### src/rtl/ioswitch_pkg.sv
package ioswitch_pkg;
  localparam int NUM_SW = 12;
  localparam logic [7:0] IO_PAGE = 8'hC0;
  // flags that also change on a read of their control addresses
  localparam logic [NUM_SW-1:0] READ_TOGGLE_MASK = 12'hF00;
  localparam logic [7:0] KBD_DATA_LO = 8'h00;
  localparam logic [7:0] KBD_STROBE_LO = 8'h10;

  // low address byte that clears flag i; the set address is always the next one
  function automatic logic [7:0] clr_lo(input int i);
    case (i)
      0:  clr_lo = 8'h06;
      1:  clr_lo = 8'h00;
      2:  clr_lo = 8'h02;
      3:  clr_lo = 8'h04;
      4:  clr_lo = 8'h08;
      5:  clr_lo = 8'h0A;
      6:  clr_lo = 8'h0E;
      7:  clr_lo = 8'h0C;
      8:  clr_lo = 8'h50;
      9:  clr_lo = 8'h52;
      10: clr_lo = 8'h54;
      default: clr_lo = 8'h56;
    endcase
  endfunction

  function automatic logic [7:0] set_lo(input int i);
    set_lo = clr_lo(i) | 8'h01;
  endfunction

  function automatic logic [7:0] stat_lo(input int i);
    case (i)
      0:  stat_lo = 8'h15;
      1:  stat_lo = 8'h18;
      2:  stat_lo = 8'h13;
      3:  stat_lo = 8'h14;
      4:  stat_lo = 8'h16;
      5:  stat_lo = 8'h17;
      6:  stat_lo = 8'h1E;
      7:  stat_lo = 8'h1F;
      8:  stat_lo = 8'h1A;
      9:  stat_lo = 8'h1B;
      10: stat_lo = 8'h1C;
      default: stat_lo = 8'h1D;
    endcase
  endfunction

  function automatic logic is_ignored_lo(input logic [7:0] lo);
    is_ignored_lo = (lo == 8'h58) || (lo == 8'h5A) || (lo == 8'h5D) ||
                    (lo == 8'h5F) || (lo == 8'h61) || (lo == 8'h62);
  endfunction

  // status byte: flag value in bit 7 only
  function automatic logic [7:0] status_byte(input logic flag);
    status_byte = {flag, 7'b0};
  endfunction
endpackage

### src/rtl/ioswitch_decode.sv
module ioswitch_decode
  import ioswitch_pkg::*;
(
  input  logic [15:0]       bus_addr,
  input  logic              rd_en,
  input  logic              wr_en,
  output logic [NUM_SW-1:0] set_req,
  output logic [NUM_SW-1:0] clr_req,
  output logic [NUM_SW-1:0] stat_sel,
  output logic              toggle_rd,
  output logic              quiet_rd,
  output logic              kbd_wr,
  output logic              handled,
  output logic              unhandled
);
  logic       in_page, wr_op, rd_op, stat_any;
  logic [7:0] lo;
  logic [NUM_SW-1:0] set_m, clr_m, stat_m;

  assign in_page = (bus_addr[15:8] == IO_PAGE);
  assign lo      = bus_addr[7:0];
  assign wr_op   = in_page & wr_en;
  assign rd_op   = in_page & rd_en & ~wr_en;

  for (genvar i = 0; i < NUM_SW; i++) begin : g_match
    assign set_m[i]  = (lo == set_lo(i));
    assign clr_m[i]  = (lo == clr_lo(i));
    assign stat_m[i] = (lo == stat_lo(i));
    assign stat_sel[i] = rd_op & stat_m[i];
    if (READ_TOGGLE_MASK[i]) begin : g_rd_tog
      assign set_req[i] = set_m[i] & (wr_op | (rd_op & ~stat_any));
      assign clr_req[i] = clr_m[i] & (wr_op | (rd_op & ~stat_any));
    end else begin : g_wr_only
      assign set_req[i] = set_m[i] & wr_op;
      assign clr_req[i] = clr_m[i] & wr_op;
    end
  end

  assign stat_any  = |stat_m;
  assign toggle_rd = rd_op & ~stat_any & (|((set_m | clr_m) & READ_TOGGLE_MASK));
  assign quiet_rd  = rd_op & ~stat_any & ~toggle_rd &
                     (is_ignored_lo(lo) | (lo == KBD_DATA_LO) | (lo == KBD_STROBE_LO));
  assign kbd_wr    = wr_op & (lo == KBD_STROBE_LO);
  assign handled   = (|stat_sel) | toggle_rd | quiet_rd | kbd_wr |
                     (wr_op & (|(set_m | clr_m)));
  assign unhandled = in_page & (rd_en | wr_en) & ~handled;
endmodule

### src/rtl/ioswitch_cell.sv
module ioswitch_cell (
  input  logic clk,
  input  logic rst_n,
  input  logic set_i,
  input  logic clr_i,
  output logic q
);
  always_ff @(posedge clk) begin
    if (!rst_n)     q <= 1'b0;
    else if (set_i) q <= 1'b1;
    else if (clr_i) q <= 1'b0;
  end
endmodule

### src/rtl/ioswitch_bank.sv
module ioswitch_bank
  import ioswitch_pkg::*;
(
  input  logic        clk,
  input  logic        rst_n,
  input  logic [15:0] bus_addr,
  input  logic        rd_en,
  input  logic        wr_en,
  output logic [7:0]  rd_data,
  output logic        hit,
  output logic        io_err,
  output logic [11:0] sw_state
);
  logic [NUM_SW-1:0] set_req, clr_req, stat_sel;
  logic toggle_rd, quiet_rd, kbd_wr, handled, unhandled;

  ioswitch_decode u_dec (
    .bus_addr (bus_addr),
    .rd_en    (rd_en),
    .wr_en    (wr_en),
    .set_req  (set_req),
    .clr_req  (clr_req),
    .stat_sel (stat_sel),
    .toggle_rd(toggle_rd),
    .quiet_rd (quiet_rd),
    .kbd_wr   (kbd_wr),
    .handled  (handled),
    .unhandled(unhandled)
  );

  for (genvar i = 0; i < NUM_SW; i++) begin : g_cell
    ioswitch_cell u_cell (
      .clk  (clk),
      .rst_n(rst_n),
      .set_i(set_req[i]),
      .clr_i(clr_req[i]),
      .q    (sw_state[i])
    );
  end

  always_comb begin
    if (|stat_sel)      rd_data = status_byte(|(stat_sel & sw_state));
    else if (toggle_rd) rd_data = 8'hFF;
    else                rd_data = 8'h00;
  end

  assign hit    = handled;
  assign io_err = unhandled;
endmodule


### config.mk
export PLATFORM = sky130hd
export DESIGN_NAME = ioswitch_bank
export DESIGN_NICKNAME = d
export VERILOG_FILES = /design/src/rtl/ioswitch_pkg.sv /design/src/rtl/ioswitch_decode.sv /design/src/rtl/ioswitch_cell.sv /design/src/rtl/ioswitch_bank.sv
export SDC_FILE = /design/constraint.sdc
export NUM_CORES = 1
export LEC_CHECK = 0
export ABC_CLOCK_PERIOD_IN_PS = 3300
export CAP_MARGIN = 15
export CORE_UTILIZATION = 43
export CTS_BUF_LIST = sky130_fd_sc_hd__clkbuf_16
export DETAILED_ROUTE_END_ITERATION = 6
export MAX_ROUTING_LAYER = met4
export PLACE_DENSITY = 0.79
export SLEW_MARGIN = 5
export SYNTH_ARGS = -nofsm -noshare
export SYNTH_HDL_FRONTEND = slang
export SYNTH_SLANG_ARGS = --single-unit
export TNS_END_PERCENT = 5
### constraint.sdc
create_clock -name clk -period 3.3 [get_ports clk]
set_input_delay 0.66 -clock clk [delete_from_list [all_inputs] [get_ports clk]]
set_output_delay 0.66 -clock clk [all_outputs]
set_load 0.02 [all_outputs]
==> results.md, run 1 <==
- Fraction of registers with async set/reset: 0%
- CP Launch Type: primary input
- GRT overflow: 0
- Top Registers: g_cell.u_cell.q x12
- Data required, critical path: 2.64 ns
- WS Path Type: in2out
- Post-route ant nets: 0
- Initial antenna violation count: 0
- DRT Pass-1 Iters: 4
- Final slew viol count: 0
- Most common cell after layout, fill and taps aside: buf_4
- Endpoints failing setup: 0
- VDD IR max: 0.437 mV
- Clk sinks: 12
- Portion of netlist area occupied by mux cells: 12.7%
- Synth Area in Compound Gates: a little under a fifth
- Setup_tns: 0 ns
- DPL Wire Length: 2.29 mm
- Leading cell types in the layout, fill and taps excluded: buf_4, clkdlybuf4s50_1, nand2_1, mux2i_1, dfxtp_1
- Synth Instances: approximately 130
- CP max stage delay: 0.55 ns
- Area Overhead vs Synth: 55.3%
- Hold buffers post-CTS: 0
- Synthesized cell area: 0.00104 mm2
- Total power: 0.000459 W
- Mean post-synth cell area: a little over 8 um2
- Fmax: ~0.31 GHz
- Port bufs: 41
- Worst EP arrival: 2.60 ns
- Largest net degree at the start of global routing: 14
- Slew HR: 70.8%
- Clock latency on the worst-skew pair: 0.24 ns
- Drt drc: 0
- First-pass GRT wire length: 4.89 mm
- Vias in the first global route: 1082
- Min-delay worst type: reg2reg
- CTS clk-pin slew, worst paths: 0.04 ns
- # H-tree levels: 1
- Longest Clk Path Bufs: 2
- Netlist cell types: 44
- Core area: between 0.002 and 0.0025 mm2
- XOR/XNOR share of the synthesized area: 0%
- Run status: finished, final reports clean
- Largest family of logic cells by synthesized area: simple AND/OR/NAND/NOR gates
- Post-route insts no fill: 207
- Starting DRT DRC Count: 27
- Worst path cell trace: clkdlybuf4s50_1 -> or4_4 -> nor4_4 -> nand3b_1 -> a221oi_1 -> clkdlybuf4s15_2
- Number of buffers created by CTS: 3
- Max_cap viols: 0
- GP Congestion: 0.902
- EDFF count, synth: 0
- Share of layout cells above drive strength 1: 30.2%
- Final Skew: 0 ns
- Final net count: 200
- I/O pin count: between 40 and 50
- Total GRT Usage: roughly 25%
- Die Y-Extent: 51.1 um
- Synth warn: 0
- Least-Margin Pin Slew: 0.437 ns
- Min cycle time layout: 3.26 ns
- Max FO, Critical Path: 4
- # fillers: 194
- Leakage: 0.670 nW
- Adder-Cell Fraction of Synth Area: 0%
- Dominant synthesized flop cell: dfxtp_1
- Die ar.: roughly 0.0026 mm2
- Sequential share of the synthesized area: 23.1%
- Num rows: 17
- RSZ-0062 raised after global routing: yes
- Final WL: 2.89 mm
- Chip Width: 51.1 um
- Largest register FFs: 12
- CTS tree: built
- Antenna cells: 0
- Critical-path top delay cell: or4_4
- Via count: 1134
- Initial Util: 46.1%
- Simple-gate share of the synthesized area: 28.4%
- Vias per inst: 5.48
- Syn Nets: between 100 and 150
- Drt wl/cell: 14.0 um
- Synthesis-stage register bit count: 12
- Top reg by flops: g_cell.u_cell.q
- PwrDens: roughly 280 mW/mm2
- Final critical-path share of the clock period: a little over nine tenths
- Final Hold Vio Count: 0
- Nature of the critical path endpoint: output port
- Root Buffer: clkbuf_16
- Dpl cells: around 200
[logic make-up (layout without fill, tap and decap cells)]
logic type / Yosys count / after routing
AND/OR/NAND/NOR: 47 / 47
buffers and inverters: 29 / 81
AO/OA/AOI/OAI: 26 / 26
multiplexers: 13 / 13
flip-flops: 12 / 12
[path summary, 6_finish.rpt]
check | cells past startpoint | endpoint | startpoint | slack [ns]
max | 6 | rd_data[7] | bus_addr[11] | 0.04
min | 2 | g_cell[3].u_cell.q$_SDFFE_PN0P_ | g_cell[3].u_cell.q$_SDFFE_PN0P_ | 0.48
max reg2reg | 2 | g_cell[11].u_cell.q$_SDFFE_PN0P_ | g_cell[11].u_cell.q$_SDFFE_PN0P_ | 2.65
min reg2reg | 2 | g_cell[3].u_cell.q$_SDFFE_PN0P_ | g_cell[3].u_cell.q$_SDFFE_PN0P_ | 0.48
[cells in the mapped netlist (all sizes together) (2+ instances only)]
master   n  area share [%]
a21oi    3             1.4
a221oi   2             1.7
buf     19              13
clkbuf   7             2.5
dfxtp   12              23
inv      3             1.1
mux2i   12              12
nand2   18             6.7
nand3    2             1.4
nand3b   4             2.9
nor2     5             1.8
nor3     3             1.4
nor3b    2             2.4
nor4     3             3.3
nor4b    2             2.3
o211ai   2             1.4
o21ai    3             1.4
o311ai   3             2.5
o41ai    4             3.4
[layer usage]
metal / up-vias / GRT usage (%) / part of all wire (%)
li1: 557 / - / -
met1: 531 / 28.0 / 42
met2: 42 / 46.3 / 50
met3: 4 / 5.06 / 6.8
met4: 0 / 5.56 / 0.80
met5: - / - / 0
[stage by stage]
step                      cell area [um2]  hold WS, ns  setup slack (ns)  utilization (%)
after floorplan                      1040        0.446             0.167                -
after global placement               1570        0.462            -0.342             69.5
after detailed placement             1570        0.477            -0.341             69.5
after CTS                            1640        0.486          -0.00979             72.6
after global routing                 1610        0.501           -0.0646             71.5
final                                1610        0.479            0.0392             71.5
[critical path: cells and delay by family]
family / cells / cell delay (ns)
AO/OA/AOI/OAI: 1 / 0.27
AND/OR/NAND/NOR: 3 / 0.97
buffers and inverters: 2 / 0.71
[timing repair]
action                     4_1_cts  5_1_grt
setup endpoints to repair       10       10
pin swaps                        0        1
gates resized for setup         14       15
buffers inserted                 0        0
[report_power, final]
group          internal [W]  switching (W)
Sequential         0.000145  0.00000000209
Clock              0.000160      0.0000647
Combinational     0.0000510      0.0000381
[layout make-up]
class                      instances  area, um2  area share [%]
multi-input combinational         86        622            38.6
inverter                           3       11.3           0.698
tap                               28       35.0            2.17
sequential                        12        240            14.9
clock buffer                       3       75.1            4.65
clock inverter                     1       3.75           0.233
timing repair buffer              74        626            38.8
Power figures use the tool's default switching activity.
==> run 2, diff against run 1 <==
CAP_MARGIN = 10   (was 15)
==> results of run 2 <==
No change in the layout: final DEF, timing and power equal those of run 1.
